$ cat config.mk
export PLATFORM = sky130hd
export DESIGN_NAME = nest_irq_ctrl
export DESIGN_NICKNAME = d
export VERILOG_FILES = /design/src/rtl/nic_pkg.sv /design/src/rtl/nic_src_cond.sv /design/src/rtl/nic_arbiter.sv /design/src/rtl/nic_prio_stack.sv /design/src/rtl/nest_irq_ctrl.sv
export SDC_FILE = /design/constraint.sdc
export NUM_CORES = 1
export LEC_CHECK = 0
export BUFFER_PORTS_ARGS = -buffer_cell sky130_fd_sc_hd__buf_2
export CORE_MARGIN = 5
export CORE_UTILIZATION = 62
export CTS_BUF_LIST = sky130_fd_sc_hd__clkbuf_16
export CTS_CLUSTER_SIZE = 8
export DETAILED_ROUTE_END_ITERATION = 8
export PLACE_DENSITY_LB_ADDON = 0.15
export SETUP_SLACK_MARGIN = 0.4
export SYNTH_ARGS = -nofsm -noshare
export SYNTH_HDL_FRONTEND = slang
export SYNTH_SLANG_ARGS = --single-unit
$ cat constraint.sdc
create_clock -name clk -period 56 [get_ports clk]
set_input_delay 8.4 -clock clk [delete_from_list [all_inputs] [get_ports clk]]
set_output_delay 8.4 -clock clk [all_outputs]
set_load 0.03 [all_outputs]
$ cat src/rtl/nic_pkg.sv
package nic_pkg;
  localparam int PRIO_W = 3;
  typedef logic [PRIO_W-1:0] prio_t;

  // control addresses above the per-source mode window
  localparam int OFS_ENA_SET = 32;
  localparam int OFS_ENA_CLR = 33;
  localparam int OFS_VEC     = 34;
  localparam int OFS_EOI     = 35;
  localparam int OFS_SPUR    = 36;
  localparam int MODE_EDGE_BIT = 4;

  // a candidate outranks the service in progress when it exists and either
  // nothing is in service or its level is strictly higher
  function automatic logic outranks(input logic valid, input prio_t cand,
                                    input logic idle, input prio_t cur);
    return valid && (idle || (cand > cur));
  endfunction
endpackage

$ cat src/rtl/nic_src_cond.sv
module nic_src_cond #(
  parameter int NSRC = 32
) (
  input  logic            clk,
  input  logic            rst_n,
  input  logic [NSRC-1:0] raw_i,
  input  logic [NSRC-1:0] edge_mode_i,
  input  logic [NSRC-1:0] ack_i,
  output logic [NSRC-1:0] pend_o
);
  for (genvar g = 0; g < NSRC; g++) begin : g_src
    logic s1, s2, s3, ep, rise;
    assign rise = s2 & ~s3;

    always_ff @(posedge clk or negedge rst_n) begin
      if (!rst_n) begin
        s1 <= 1'b0;
        s2 <= 1'b0;
        s3 <= 1'b0;
        ep <= 1'b0;
      end else begin
        s1 <= raw_i[g];
        s2 <= s1;
        s3 <= s2;
        ep <= (ep & ~ack_i[g]) | rise;
      end
    end

    assign pend_o[g] = edge_mode_i[g] ? ep : s2;


    edge_ack_clr_chk: assert property (@(posedge clk) disable iff (!rst_n)
      (ack_i[g] && !rise) |=> !ep);
  end
endmodule

$ cat src/rtl/nic_arbiter.sv
module nic_arbiter
  import nic_pkg::*;
#(
  parameter int NSRC  = 32,
  parameter int SRC_W = $clog2(NSRC)
) (
  input  logic [NSRC-1:0]             cand_i,
  input  logic [NSRC-1:0][PRIO_W-1:0] prio_i,
  output logic                        win_valid_o,
  output logic [SRC_W-1:0]            win_idx_o,
  output prio_t                       win_prio_o
);
  typedef struct packed {
    logic             v;
    logic [SRC_W-1:0] idx;
    prio_t            p;
  } win_t;

  // walk from the top index down; ">=" lets a lower index take over a tie
  function automatic win_t pick(input logic [NSRC-1:0] c,
                                input logic [NSRC-1:0][PRIO_W-1:0] pr);
    win_t w;
    w = '0;
    for (int i = NSRC - 1; i >= 0; i--) begin
      if (c[i] && (!w.v || pr[i] >= w.p)) begin
        w.v   = 1'b1;
        w.idx = SRC_W'(i);
        w.p   = pr[i];
      end
    end
    return w;
  endfunction

  win_t win;
  always_comb begin
    win         = pick(cand_i, prio_i);
    win_valid_o = win.v;
    win_idx_o   = win.idx;
    win_prio_o  = win.p;
  end
endmodule

$ cat src/rtl/nic_prio_stack.sv
module nic_prio_stack
  import nic_pkg::*;
#(
  parameter int DEPTH = 8,
  parameter int SRC_W = 5,
  localparam int CNT_W = $clog2(DEPTH + 1),
  localparam int PTR_W = $clog2(DEPTH)
) (
  input  logic             clk,
  input  logic             rst_n,
  input  logic             push_i,
  input  logic             pop_i,
  input  prio_t            push_prio_i,
  input  logic [SRC_W-1:0] push_src_i,
  output logic [CNT_W-1:0] depth_o,
  output prio_t            top_prio_o,
  output logic [SRC_W-1:0] top_src_o
);
  localparam int ENT_W = PRIO_W + SRC_W;

  logic [ENT_W-1:0] mem [DEPTH];
  logic [CNT_W-1:0] cnt;
  logic [PTR_W-1:0] top_ptr;
  logic             empty, full;

  assign empty   = (cnt == '0);
  assign full    = (cnt == CNT_W'(DEPTH));
  assign top_ptr = PTR_W'(cnt - CNT_W'(1));

  always_ff @(posedge clk or negedge rst_n) begin
    if (!rst_n) begin
      cnt <= '0;
      for (int i = 0; i < DEPTH; i++) mem[i] <= '0;
    end else begin
      unique case ({push_i, pop_i})
        2'b10: if (!full) begin
          mem[PTR_W'(cnt)] <= {push_prio_i, push_src_i};
          cnt <= cnt + CNT_W'(1);
        end
        2'b01: if (!empty) cnt <= cnt - CNT_W'(1);
        2'b11: begin
          if (!empty) mem[top_ptr] <= {push_prio_i, push_src_i};
          else begin
            mem[0] <= {push_prio_i, push_src_i};
            cnt    <= CNT_W'(1);
          end
        end
        default: ;
      endcase
    end
  end

  assign depth_o    = cnt;
  assign top_prio_o = mem[top_ptr][ENT_W-1:SRC_W];
  assign top_src_o  = mem[top_ptr][SRC_W-1:0];


  push_room_chk: assert property (@(posedge clk) disable iff (!rst_n)
    (push_i && !pop_i) |-> !full);


  push_rise_chk: assert property (@(posedge clk) disable iff (!rst_n)
    (push_i && !pop_i && !empty) |-> (push_prio_i > top_prio_o));


  pop_empty_chk: assert property (@(posedge clk) disable iff (!rst_n)
    (pop_i && !push_i && empty) |=> (cnt == '0));
endmodule

$ cat src/rtl/nest_irq_ctrl.sv
module nest_irq_ctrl
  import nic_pkg::*;
#(
  parameter int NSRC      = 32,
  parameter int ADDR_W    = 6,
  parameter int DATA_W    = 32,
  parameter int STK_DEPTH = 8
) (
  input  logic              clk,
  input  logic              rst_n,
  input  logic [NSRC-1:0]   src_i,
  input  logic              bus_wr,
  input  logic              bus_rd,
  input  logic [ADDR_W-1:0] bus_addr,
  input  logic [DATA_W-1:0] bus_wdata,
  output logic [DATA_W-1:0] bus_rdata,
  output logic              irq_n
);
  localparam int SRC_W = $clog2(NSRC);
  localparam int CNT_W = $clog2(STK_DEPTH + 1);

  logic [NSRC-1:0][PRIO_W-1:0] prio_q;
  logic [NSRC-1:0]             edge_q, ena_q;
  logic [DATA_W-1:0]           spur_q, rdata_q;
  logic                        irq_n_q;

  // named bus events
  logic mode_we, ena_set, ena_clr, vec_rd, eoi_wr, spur_we;
  assign mode_we = bus_wr && (int'(bus_addr) < NSRC);
  assign ena_set = bus_wr && (bus_addr == ADDR_W'(OFS_ENA_SET));
  assign ena_clr = bus_wr && (bus_addr == ADDR_W'(OFS_ENA_CLR));
  assign eoi_wr  = bus_wr && (bus_addr == ADDR_W'(OFS_EOI));
  assign spur_we = bus_wr && (bus_addr == ADDR_W'(OFS_SPUR));
  assign vec_rd  = bus_rd && (bus_addr == ADDR_W'(OFS_VEC));

  // arbitration and stack wires
  logic [NSRC-1:0]  pend, cand, ack;
  logic             win_valid, win_above, take, stk_idle;
  logic [SRC_W-1:0] win_idx, top_src;
  prio_t            win_prio, top_prio;
  logic [CNT_W-1:0] stk_depth;

  assign cand      = pend & ena_q & ~NSRC'(1);
  assign stk_idle  = (stk_depth == '0);
  assign win_above = outranks(win_valid, win_prio, stk_idle, top_prio);
  assign take      = vec_rd && win_above;
  assign ack       = take ? (NSRC'(1) << win_idx) : '0;

  nic_src_cond #(.NSRC(NSRC)) u_cond (
    .clk         (clk),
    .rst_n       (rst_n),
    .raw_i       (src_i),
    .edge_mode_i (edge_q),
    .ack_i       (ack),
    .pend_o      (pend)
  );

  nic_arbiter #(.NSRC(NSRC), .SRC_W(SRC_W)) u_arb (
    .cand_i      (cand),
    .prio_i      (prio_q),
    .win_valid_o (win_valid),
    .win_idx_o   (win_idx),
    .win_prio_o  (win_prio)
  );

  nic_prio_stack #(.DEPTH(STK_DEPTH), .SRC_W(SRC_W)) u_stk (
    .clk         (clk),
    .rst_n       (rst_n),
    .push_i      (take),
    .pop_i       (eoi_wr),
    .push_prio_i (win_prio),
    .push_src_i  (win_idx),
    .depth_o     (stk_depth),
    .top_prio_o  (top_prio),
    .top_src_o   (top_src)
  );

  always_ff @(posedge clk or negedge rst_n) begin
    if (!rst_n) begin
      prio_q  <= '0;
      edge_q  <= '0;
      ena_q   <= '0;
      spur_q  <= '0;
      rdata_q <= '0;
      irq_n_q <= 1'b1;
    end else begin
      if (mode_we) begin
        prio_q[bus_addr[SRC_W-1:0]] <= bus_wdata[PRIO_W-1:0];
        edge_q[bus_addr[SRC_W-1:0]] <= bus_wdata[MODE_EDGE_BIT];
      end
      if (ena_set) ena_q <= ena_q | bus_wdata[NSRC-1:0];
      else if (ena_clr) ena_q <= ena_q & ~bus_wdata[NSRC-1:0];
      if (spur_we) spur_q <= bus_wdata;
      if (bus_rd) rdata_q <= vec_rd ? (win_above ? DATA_W'(win_idx) : spur_q) : '0;
      irq_n_q <= !(win_above && !take);
    end
  end

  assign bus_rdata = rdata_q;
  assign irq_n     = irq_n_q;


  win_nonzero_chk: assert property (@(posedge clk) disable iff (!rst_n)
    win_valid |-> (win_idx != '0));


  win_cand_chk: assert property (@(posedge clk) disable iff (!rst_n)
    win_valid |-> cand[win_idx]);


  irq_qual_chk: assert property (@(posedge clk) disable iff (!rst_n)
    !irq_n_q |-> $past(win_above));


  take_drop_chk: assert property (@(posedge clk) disable iff (!rst_n)
    take |=> irq_n_q);


  spur_nopush_chk: assert property (@(posedge clk) disable iff (!rst_n)
    (vec_rd && !win_above && !eoi_wr) |=> $stable(stk_depth));


  stk_src_chk: assert property (@(posedge clk) disable iff (!rst_n)
    !stk_idle |-> (top_src != '0));
endmodule

* Word level (Yosys, flattened, before mapping)
Index checks and enable logic that the tools add are counted.
** Storage, ports and cells
- Register bits after elaboration :: 421
- Input port bits :: 74
- Output and inout port bits :: 33
** Cells by class
- $add $sub $neg :: 2
- Order comparisons :: 38
- Equality and inequality tests :: 13
- Shift-type cells :: 1
- Multiplexer cells :: 91
- Bitwise logic cells :: 166
- Reductions and logical operators :: 112
** Operator list (count)
- $mux 9 :: 31
- $mux 32 :: 5
- $bwmux 64 :: 2
- $pmux 64 s2 :: 1
- $bwmux 96 :: 1
- $ge 3x3->1 :: 30
- $and 1x1->1 :: 64
- $and 32x32->32 :: 2
- $mux 64 :: 1
- $not 1->1 :: 64
- $mux 56 :: 1
- $demux 8 s3 :: 2
- $logic_and 1x1->1 :: 42
- $mux 8 :: 5
- $mux 1 :: 33
- $bwmux 32 :: 1
- $logic_not 1->1 :: 32
- $not 32->32 :: 1
- $or 1x1->1 :: 32
- $or 32x32->32 :: 1
- $shl 1x5->32 const A :: 1
- $logic_or 1x1->1 :: 31
- $eq 6x6->1 const B :: 5
- $bmux 8 s3 :: 1
- other kinds (24) :: 34

* Longest topological paths before layout
Gate-level depths: netlist (run 1).
- Depth after elaboration :: 131
- Gate-level depth with buffers :: 239
- Depth with buffers taken out :: 234

* Modules after synthesis
From an unflattened synthesis (run 1), not the netlist that was laid out.
** Second synthesis, totals
- Cell total of the unflattened synthesis :: 2018
- Area, all modules :: 22217.6 µm²
** By module, submodules not included
- nest_irq_ctrl :: times used 1, cells each 710, area each 9301.4 µm²
- nic_arbiter :: times used 1, cells each 783, area each 5341.4 µm²
- nic_src_cond :: times used 1, cells each 288, area each 4124.0 µm²
- nic_prio_stack :: times used 1, cells each 237, area each 3450.8 µm²

* Worst setup path after synthesis (run 1)
No wires, ideal clock.
- Path type :: register to register
- Start :: reg edge_q[31]
- End :: reg u_stk.cnt[2], in the netlist u_stk.depth_o[2]
- Library setup time :: 0.136 ns
- Arrival :: 41.504 ns
- Required time :: 55.864 ns
- Setup slack :: 14.360 ns
- Stages on the path, launching flop included :: 221
- Buffers on the path :: 6
- Period minus slack after synthesis :: 41.640 ns
- Cell sequence :: dfrtp_1 -> mux2_4 -> and3_1 -> ha_1 -> nor2b_1 -> o21ai_0 -> a21boi_0 -> a22o_1 -> ha_1 -> nor3b_1 -> o21bai_1 -> o21ba_2 -> a221oi_1 -> a21oi_1 -> ha_1 -> nand2b_1 -> a21o_1 -> a211o_1 -> (+185 left out) -> a21o_1 -> a21oi_1 -> nand2_1 -> and2_1 -> clkbuf_1 -> a21oi_1 -> inv_1 -> ha_1 -> a21o_1 -> a21oi_1 -> a31oi_1 -> o22a_1 -> clkbuf_1 -> and2_1 -> clkbuf_1 -> o22ai_1 -> nor2_1 -> xor2_1
** On the way
- Cells in the longest elaborated chain, start to end :: 130
- Elaborated cells between the ends (all ways) :: 166
- Classes of those cells :: 31 x order compare; 6 x eq/ne; 33 x mux; 1 x bitwise; 95 x reduce/logical
** RTL lines
- start, declared :: line nest_irq_ctrl.sv:23 : logic [NSRC-1:0] edge_q, ena_q;
- start signal, assigned by index :: line nest_irq_ctrl.sv:89 : edge_q[bus_addr[SRC_W-1:0]] <= bus_wdata[MODE_EDGE_BIT];
- $mux 1 (*) :: line nic_src_cond.sv:29 : assign pend_o[g] = edge_mode_i[g] ? ep : s2;
- $and 32x32->32 (*) :: line nest_irq_ctrl.sv:43 : assign cand = pend & ena_q & ~NSRC'(1);
- $mux 9 (*) :: line nic_arbiter.sv:25 : if (c[i] && (!w.v || pr[i] >= w.p)) begin
- $ge 3x3->1 or $logic_not 1->1 (tied branches) :: line nic_arbiter.sv:25
- $logic_or 1x1->1 :: line nic_arbiter.sv:25
- $logic_and 1x1->1 :: line nic_arbiter.sv:25
- $mux 9 (*) :: line nic_arbiter.sv:25
- $ge 3x3->1 or $logic_not 1->1 (tied branches) :: line nic_arbiter.sv:25
- (+114 left out)
- $mux 9 (*) :: line nic_arbiter.sv:25
- $gt 3x3->1 :: line nic_pkg.sv:17 : return valid && (idle || (cand > cur));
- $logic_or 1x1->1 :: line nic_pkg.sv:17
- $logic_and 1x1->1 (*) :: line nic_pkg.sv:17
- $logic_and 1x1->1 (*) :: line nest_irq_ctrl.sv:46 : assign take = vec_rd && win_above;
- $eq 2x2->1 or $eq 2x1->1 (tied branches) :: line nic_prio_stack.sv:35 : unique case ({push_i, pop_i})
- $ne 2x2->1 (no line) or $reduce_bool 3->1 (tied branches)
- $reduce_and 4->1 (no line)
- end signal, assigned :: line nic_prio_stack.sv:38 : cnt <= cnt + CNT_W'(1);
- end signal, assigned :: line nic_prio_stack.sv:40 : 2'b01: if (!empty) cnt <= cnt - CNT_W'(1);
- end, declared :: line nic_prio_stack.sv:22 : logic [CNT_W-1:0] cnt;
Mark *: on every way between the ends. The rest lies on a longest branch, timed or not.
A chain may end at the register's enable or synchronous reset.

* Final worst setup path (run 1)
- Start :: reg edge_q[31]
- End :: reg u_cond.g_src[7].ep
** On the way
- Cells in the longest elaborated chain, start to end :: 131
- Elaborated cells between the ends (all ways) :: 162
- Classes of those cells :: 31 x order compare; 1 x shift; 33 x mux; 4 x bitwise; 93 x reduce/logical
** RTL lines
- $mux 1 (*) :: line nic_src_cond.sv:29
- $and 32x32->32 (*) :: line nest_irq_ctrl.sv:43
- $mux 9 (*) :: line nic_arbiter.sv:25
- $ge 3x3->1 or $logic_not 1->1 (tied branches) :: line nic_arbiter.sv:25
- $logic_or 1x1->1 :: line nic_arbiter.sv:25
- $logic_and 1x1->1 :: line nic_arbiter.sv:25
- $mux 9 (*) :: line nic_arbiter.sv:25
- $ge 3x3->1 or $logic_not 1->1 (tied branches) :: line nic_arbiter.sv:25
- (+115 left out)
- $gt 3x3->1 :: line nic_pkg.sv:17
- $logic_or 1x1->1 :: line nic_pkg.sv:17
- $logic_and 1x1->1 :: line nic_pkg.sv:17
- $logic_and 1x1->1 :: line nest_irq_ctrl.sv:46
- $mux 32 (*) :: line nest_irq_ctrl.sv:47 : assign ack = take ? (NSRC'(1) << win_idx) : '0;
- $not 1->1 (*) :: line nic_src_cond.sv:25 : ep <= (ep & ~ack_i[g]) | rise;
- $and 1x1->1 (*) :: line nic_src_cond.sv:25
- $or 1x1->1 (*) :: line nic_src_cond.sv:25
- end signal, assigned :: line nic_src_cond.sv:25
- end, declared :: line nic_src_cond.sv:12 : logic s1, s2, s3, ep, rise;
Marks and branches as above.

==> qor.yml, run 1 <==
power_and_ir_drop:
  power.share.switching: 0.3679
  power_frac_comb: 0.384
  ir_drop_mv: 0.03098
  p_leak_nw: 10.02
  clock_power_share: 0.288
  power_density_mw_per_mm2: 44.64
  p_seq_frac: 0.327
  power.net_switching_mw: 0.3501
  internal_power_mw: 0.6016
final_layout:
  layout-drive-gt1-share: 0.2038
  area_delta_synth_final_pct: 12.25
  final_util: 0.7007
  fill_cells: 2278
  multi_input_comb_area_mm2: 0.009145
  final_nets: 2058
  final-seq-area_mm2: 0.009310
logic_synthesis:
  ys_warn_count: 0
  ys_types: 101
  synthArstFlopShare: 1.000
  netlist_area_mm2: 0.01899
  synthTopCellsByArea: "dfrtp_1 (49%), mux2_2 (10%), ha_1 (4.7%)"
  synth_top_flop_cell: "dfrtp_1"
  synth-edff-count: 0
  synth.avg_cell_area_um2: 10.60
  synth_compound_gate_area_share: 0.1617
  seq_area_frac_synth: 0.4902
  synth_top_area_share: 0.4888
  synthCells: 1791
  synthXorXnorAreaFrac: 0.002306
  synth-simple-area-share: 0.1446
  synth_top_family_by_area: "compound AO/OA/AOI/OAI gates"
  yosysTopAreaCell: "dfrtp_1"
  syn-num-nets: 1936
  synthMuxAreaShare: 0.1236
  synth_seq_cells: 372
  yosys.area_share.adder: 0.04895
clock_tree:
  cts.clk_slew.worst_paths_ns: 0.05
  cts_tree: "built"
  htree_levels: 2
  cts_buffers: 52
  clk_path_buf_depth: 3
  cts_root_buffer: "clkbuf_16"
  cts-resized-gates: 0
  insertion_delay_ns: 0.58
  cts_sinks: 372
  holdBufCountCts: 0
  postCtsSetupRepairBufs: 0
grt:
  grt_max_degree: 105
  antenna_found_initial: 2
  grt_pass1_vias: 14680
  grt_overflow: 0
  grt_pass1_wl_mm: 79.36
  grt_usage: 0.2936
setup_path:
  crit_path_frequent_cell: "ha_1"
  crit_family: "compound AO/OA/AOI/OAI gates"
  crit_arrival_ns: 50.25
  endpoint_kind: "flip-flop"
  cp_slowest_stage_delay_ns: 0.91
  cpMaxStageDelayCell: "o211ai_1"
  path_class: "reg -> reg"
  required_ns: 56.40
  cp_max_fo: 11
  worst-path-buf-inv: 8
  start_kind: "flip-flop"
route:
  drtIter0Drc: 1186
  first_pass_iters: 5
  vias: 14580
  post_drt_wl_per_cell_um: 21.20
  ant_nets: 0
  routed_wl_mm: 49.32
  route.detailed.drc: 0
  vias_per_cell: 6.268
sta:
  max-slew-margin-rel: 0.1952
  fmax_ghz: 0.02006
  setup_viol: 0
  final.period_utilization: 0.8900
  fin_tns_setup_ns: 0
  worst_pin_slew_ns: 1.206
  finClkSkew_ns: 0.02558
  rsz0062_at_grt: "no"
  min_period_ns: 49.84
  final-hold-violation-count: 0
  slew_viol_final: 0
floorplanning:
  start_util: 0.6242
  io_pins: 107
  die_w_um: 185.0
  rows: 64
  die_h_um: 185.0
  dieArea_mm2: 0.03423
  core_area_mm2: 0.03043
placed_design:
  dpl.hpwl_mm: 35.41
  gp_congestion: 0.9251
  io_buffer_count: 105
flow_run:
  maxCapViolCount: 0
worst_hold_path:
  hold_path.class: "reg -> reg"
status:
  status: "finished, final reports clean"
[cell usage in the layout, fill, tap and decap left out, drive strengths merged, types with 6 or more instances in the layout]
cell type / netlist / final
o21a: 20 / 20
clkbuf: 38 / 52
and2: 28 / 28
a21o: 17 / 17
o311ai: 8 / 8
or2: 17 / 17
nand2: 212 / 212
o31ai: 21 / 21
a211oi: 7 / 7
nor2: 78 / 78
nand2b: 42 / 42
ha: 71 / 71
nor2b: 33 / 33
o211ai: 11 / 11
mux2i: 25 / 25
a211o: 6 / 6
nand4: 10 / 10
o21ai: 144 / 144
a41oi: 7 / 7
nor3: 20 / 20
buf: 7 / 113
inv: 98 / 113
a21boi: 12 / 12
a22o: 34 / 34
o21bai: 10 / 10
or3: 6 / 6
a31oi: 25 / 25
nand3: 43 / 43
and3: 20 / 20
dfrtp: 371 / 371
nor3b: 12 / 12
a21oi: 47 / 47
mux2: 174 / 174
mux4: 6 / 6
o22ai: 9 / 9
[power by group through the flow]
stage          Sequential, mW  Clock [mW]  Combinational (mW)
5_1_grt                 0.314       0.289               0.408
6_report                0.312       0.274               0.366
3_5_place_dp            0.315           0               0.358
4_1_cts                 0.311       0.278               0.363
2_1_floorplan           0.308           0               0.263
3_3_place_gp            0.314           0               0.347
[final cells by class]
cell class	instances	area share
flip-flops and latches	372	0.4367
multi-input cells	1276	0.4289
clock buffers	52	0.06103
repair buffers	113	0.02793
well taps	396	0.02324
inverters	98	0.01725
clock inverters	17	0.004695
diodes	2	0.0002347
[logic make-up after synthesis]
logic type | count (synthesis)
and+or+nand+nor | 547
AOI/OAI and AO/OA | 444
DFF | 372
muxes | 205
buffers and inverters | 143
adders and majority gates | 75
xor gates and xnor gates | 5
[sequential cells by signal (all words and copies together) (netlist names), named ones only]
signal / count
u_cond.g_src.s3: 31
bus_rdata: 32
edge_q: 31
prio_q: 93
u_cond.g_src.s2: 31
spur_q: 32
u_cond.g_src.s1: 31
u_cond.g_src.ep: 31
irq_n: 1
u_stk.depth_o: 4
u_stk.mem: 24
[cells in the mapped netlist, types with 5 or more instances]
cell type  count
a21o_1        17
and3_1        19
mux2i_1       25
nand2b_1      42
nor3_1        19
o211ai_1      11
or2_2         17
and2_1        27
o31ai_1       17
o21ai_1       12
a31oi_1       24
a21boi_1       5
mux4_2         6
a21boi_0       7
o21ai_0      131
a22o_1        34
nand2_1      212
clkbuf_1      37
o31a_1         5
inv_1         98
nor2_1        78
a21oi_1       47
o311ai_0       7
nor2b_1       33
o22ai_1        9
nand4_1        9
o21bai_1       9
mux2_2       173
o211a_1        5
nor3b_1       10
nand3b_1       5
or3_1          6
o21a_1        20
and4_1         5
ha_1          71
a211o_1        5
nand3_1       41
a211oi_1       7
dfrtp_1      371
a41oi_1        7
[metal layers]
layer  wire [um]  vias to the layer above  part of all wire  global-route usage
met2       24430                      453              0.50              0.4993
li1            -                     6752                 -                   -
met4        1958                        0             0.040              0.1177
met3        2263                      119             0.046             0.03064
met5           0                        -                 0                   0
met1       20660                     7256              0.42              0.3902
[per-stage QoR]
| stage | cells | hold WS [ns] | worst slack [ns] | cell area [um^2] | total power [mW] |
|---|---|---|---|---|---|
| final | 2326 | 0.3437 | 6.158 | 21320 | 0.9517 |
| after global routing | 2326 | 0.3518 | 2.013 | 21320 | 1.010 |
| after global placement | 2255 | 0.3317 | 7.886 | 19910 | 0.6607 |
| after detailed placement | 2255 | 0.3347 | 6.971 | 19910 | 0.6727 |
| after floorplan | 1791 | 0.3312 | 14.36 | 18990 | 0.5714 |
| after CTS | 2324 | 0.3441 | 6.598 | 21320 | 0.9516 |
[path summary, 6_finish.rpt]
path,start,endpoint,slack (ns),depth (start not counted)
hold / removal,u_cond.g_src[28].s1,u_cond.g_src[28].s2,0.34,0
max in group asynchronous,rst_n,bus_rdata[14],46.69,2
setup / recovery,edge_q[31],u_cond.g_src[7].ep,6.16,217
hold reg to reg,u_cond.g_src[28].s1,u_cond.g_src[28].s2,0.34,0
setup reg to reg,edge_q[31],u_cond.g_src[7].ep,6.16,217
min in group asynchronous,rst_n,u_stk.mem[45],7.84,1
Power figures use the tool's default switching activity.
==> run 2, diff against run 1 <==
--- a/config.mk
+++ b/config.mk
@@ -5,9 +5,11 @@
 export SDC_FILE = /design/constraint.sdc
 export NUM_CORES = 1
 export LEC_CHECK = 0
+export ABC_AREA = 1
 export BUFFER_PORTS_ARGS = -buffer_cell sky130_fd_sc_hd__buf_2
+export CORE_ASPECT_RATIO = 0.75
 export CORE_MARGIN = 5
-export CORE_UTILIZATION = 62
+export CORE_UTILIZATION = 61
 export CTS_BUF_LIST = sky130_fd_sc_hd__clkbuf_16
 export CTS_CLUSTER_SIZE = 8
 export DETAILED_ROUTE_END_ITERATION = 8
@@ -16,3 +18,4 @@
 export SYNTH_ARGS = -nofsm -noshare
 export SYNTH_HDL_FRONTEND = slang
 export SYNTH_SLANG_ARGS = --single-unit
+export TNS_END_PERCENT = 5
==> run 2 against run 1 <==
Compared with the run above: via count up 2.3%; wire length shrank 4.3%; sequential cell count unchanged; critical endpoint is now u_cond.g_src[27].ep.
==> qor.yml, run 2 <==
status:
  status: "finished, final reports clean"
sta:
  min_period_ns: 35.63
  fmax_ghz: 0.02807
  rsz0062_at_grt: "no"
  slew_viol_final: 0
  max-slew-margin-rel: 0.2204
  worst_pin_slew_ns: 1.165
  setup_viol: 0
  final.period_utilization: 0.6362
  finClkSkew_ns: 0.01757
  final-hold-violation-count: 0
  fin_tns_setup_ns: 0
setup_path:
  cpMaxStageDelayCell: "or2_0"
  crit_arrival_ns: 36.06
  cp_max_fo: 34
  cp_slowest_stage_delay_ns: 0.40
  crit_path_frequent_cell: "nand2_1"
  path_class: "reg -> reg"
  crit_family: "simple AND/OR/NAND/NOR gates"
  required_ns: 56.44
  start_kind: "flip-flop"
  worst-path-buf-inv: 54
  crit_path_start: "u_cond.g_src[31].s2"
  endpoint_kind: "flip-flop"
  r2r_start: "u_cond.g_src[31].s2"
grt:
  grt_usage: 0.2783
  grt_pass1_wl_mm: 75.22
  grt_pass1_vias: 14220
  grt_overflow: 0
  antenna_found_initial: 1
  grt_max_degree: 91
logic_synthesis:
  synth_seq_cells: 372
  synth_common_cells: "nand2_1 (536), dfrtp_1 (371), o21ai_0 (337)"
  synthArstFlopShare: 1.000
  yosysTopAreaCell: "dfrtp_1"
  synth_top_area_share: 0.5068
  netlist_area_mm2: 0.01832
  ys_types: 54
  synth-edff-count: 0
  synth_top_flop_cell: "dfrtp_1"
  synthCells: 2140
  ys_warn_count: 0
  synth.avg_cell_area_um2: 8.560
  seq_area_frac_synth: 0.5082
  synthTopCellsByArea: "dfrtp_1 (51%), nand2_1 (11%), o21ai_0 (9.2%)"
  yosysMostFrequentCell: "nand2_1"
  syn-num-nets: 2285
route:
  vias: 14920
  route.detailed.drc: 0
  ant_nets: 0
  drtIter0Drc: 1407
  first_pass_iters: 5
  vias_per_cell: 5.564
  routed_wl_mm: 47.22
  post_drt_wl_per_cell_um: 17.61
worst_hold_path:
  hold_start: "u_cond.g_src[12].s1"
  hold_path.class: "reg -> reg"
clock_tree:
  clk_path_buf_depth: 3
  cts_sinks: 372
  cts_tree: "built"
  postCtsSetupRepairBufs: 0
  cts.clk_slew.worst_paths_ns: 0.05
  cts_buffers: 52
  cts-resized-gates: 0
  htree_levels: 2
  holdBufCountCts: 0
  insertion_delay_ns: 0.56
  cts_root_buffer: "clkbuf_16"
power_and_ir_drop:
  ir_drop_mv: 0.04804
  p_leak_nw: 10.71
  power_mw: 0.9897
  power_density_mw_per_mm2: 48.01
final_layout:
  most-common-layout-cells: "nand2_1 (536), dfrtp_1 (371), o21ai_0 (337)"
  top_register: "prio_q"
  largest_reg_flops: 93
  stdcell_count: 2681
  area_delta_synth_final_pct: 12.54
  fill_cells: 2387
  final_nets: 2415
  layout-drive-gt1-share: 0.1526
  final_area_mm2: 0.02062
  layout_commonest_cell: "nand2_1"
floorplanning:
  rows: 55
  die_w_um: 210.1
  start_util: 0.6134
  core_area_mm2: 0.02987
  dieArea_mm2: 0.03363
  io_pins: 107
  die_h_um: 160.1
placed_design:
  placed_area_mm2: 0.01922
  io_buffer_count: 105
  place_inst: 2615
  dpl.hpwl_mm: 32.64
  gp_congestion: 0.9385
flow_run:
  maxCapViolCount: 0
run 2: cell count changes after synthesis, moves of 28 or more:
| cell | previous run | this run |
|---|---|---|
| nand2_1 | 212 | 536 |
| o21ai_0 | 131 | 337 |
| inv_1 | 98 | 287 |
| mux2_2 | 173 | 0 |
| nand2_2 | 0 | 67 |
| nand3_1 | 41 | 107 |
| nand2b_1 | 42 | 0 |
| a22o_1 | 34 | 0 |
| nor2b_1 | 33 | 0 |
| a32o_1 | 0 | 28 |
| inv_2 | 0 | 28 |
run 2: where the power goes:
group / total, mW / internal (mW) / leakage, nW / switching [mW]
clock: 0.280 / 0.170 / 0.726 / 0.110
combinational: 0.397 / 0.123 / 5.30 / 0.274
sequential: 0.313 / 0.294 / 4.68 / 0.0189
total: 0.990 / 0.587 / 10.7 / 0.403
run 2: cell families (layout without fill, tap and decap cells):
kind of cell | after synthesis | in the layout | share of synthesized area
AO/OA/AOI/OAI | 464 | 464 | 0.1382
XOR/XNOR | 2 | 2 | 0.0009564
adder cells (fa/ha/maj) | 71 | 71 | 0.04849
buffers and inverters | 360 | 501 | 0.07909
flip-flops | 372 | 372 | 0.5082
other | 0 | 1 | 0
AND/OR/NAND/NOR | 871 | 871 | 0.2251
run 2: stage by stage:
| stage | utilization | setup WS, ns | hold slack, ns |
|---|---|---|---|
| floorplan | - | 26.14 | 0.3312 |
| global placement | 0.6434 | 22.12 | 0.3316 |
| detailed placement | 0.6434 | 20.87 | 0.3347 |
| CTS | 0.6902 | 20.55 | 0.3447 |
| global route | 0.6903 | 16.02 | 0.3520 |
| finish | 0.6903 | 20.37 | 0.3431 |
run 2: area by class of cell:
class	count	area (um^2)	share of cell area
inverter	318	1202	0.05832
sequential	372	9310	0.4516
multi-input combinational	1408	7571	0.3672
timing repair buffer	118	633.1	0.03071
clock buffer	53	1326	0.06433
antenna	1	2.502	0.0001214
tap	399	499.2	0.02422
clock inverter	12	71.32	0.003459
run 2: layer usage:
layer	track usage	wire length (um)	share of wire
met1	0.4211	22050	0.47
met2	0.4172	20410	0.43
met3	0.04163	3203	0.068
met4	0.08835	1550	0.033
met5	0	0	0
run 2: final timing paths:
check                                      endpoint  slack [ns]  cells past startpoint
worst max-delay path            u_cond.g_src[27].ep       20.37                    306
worst min-delay path            u_cond.g_src[12].s2        0.34                      0
worst max register to register  u_cond.g_src[27].ep       20.37                    306
worst min register to register  u_cond.g_src[12].s2        0.34                      0
max in group asynchronous                prio_q[21]       45.85                      3
min in group asynchronous             bus_rdata[19]        7.85                      1
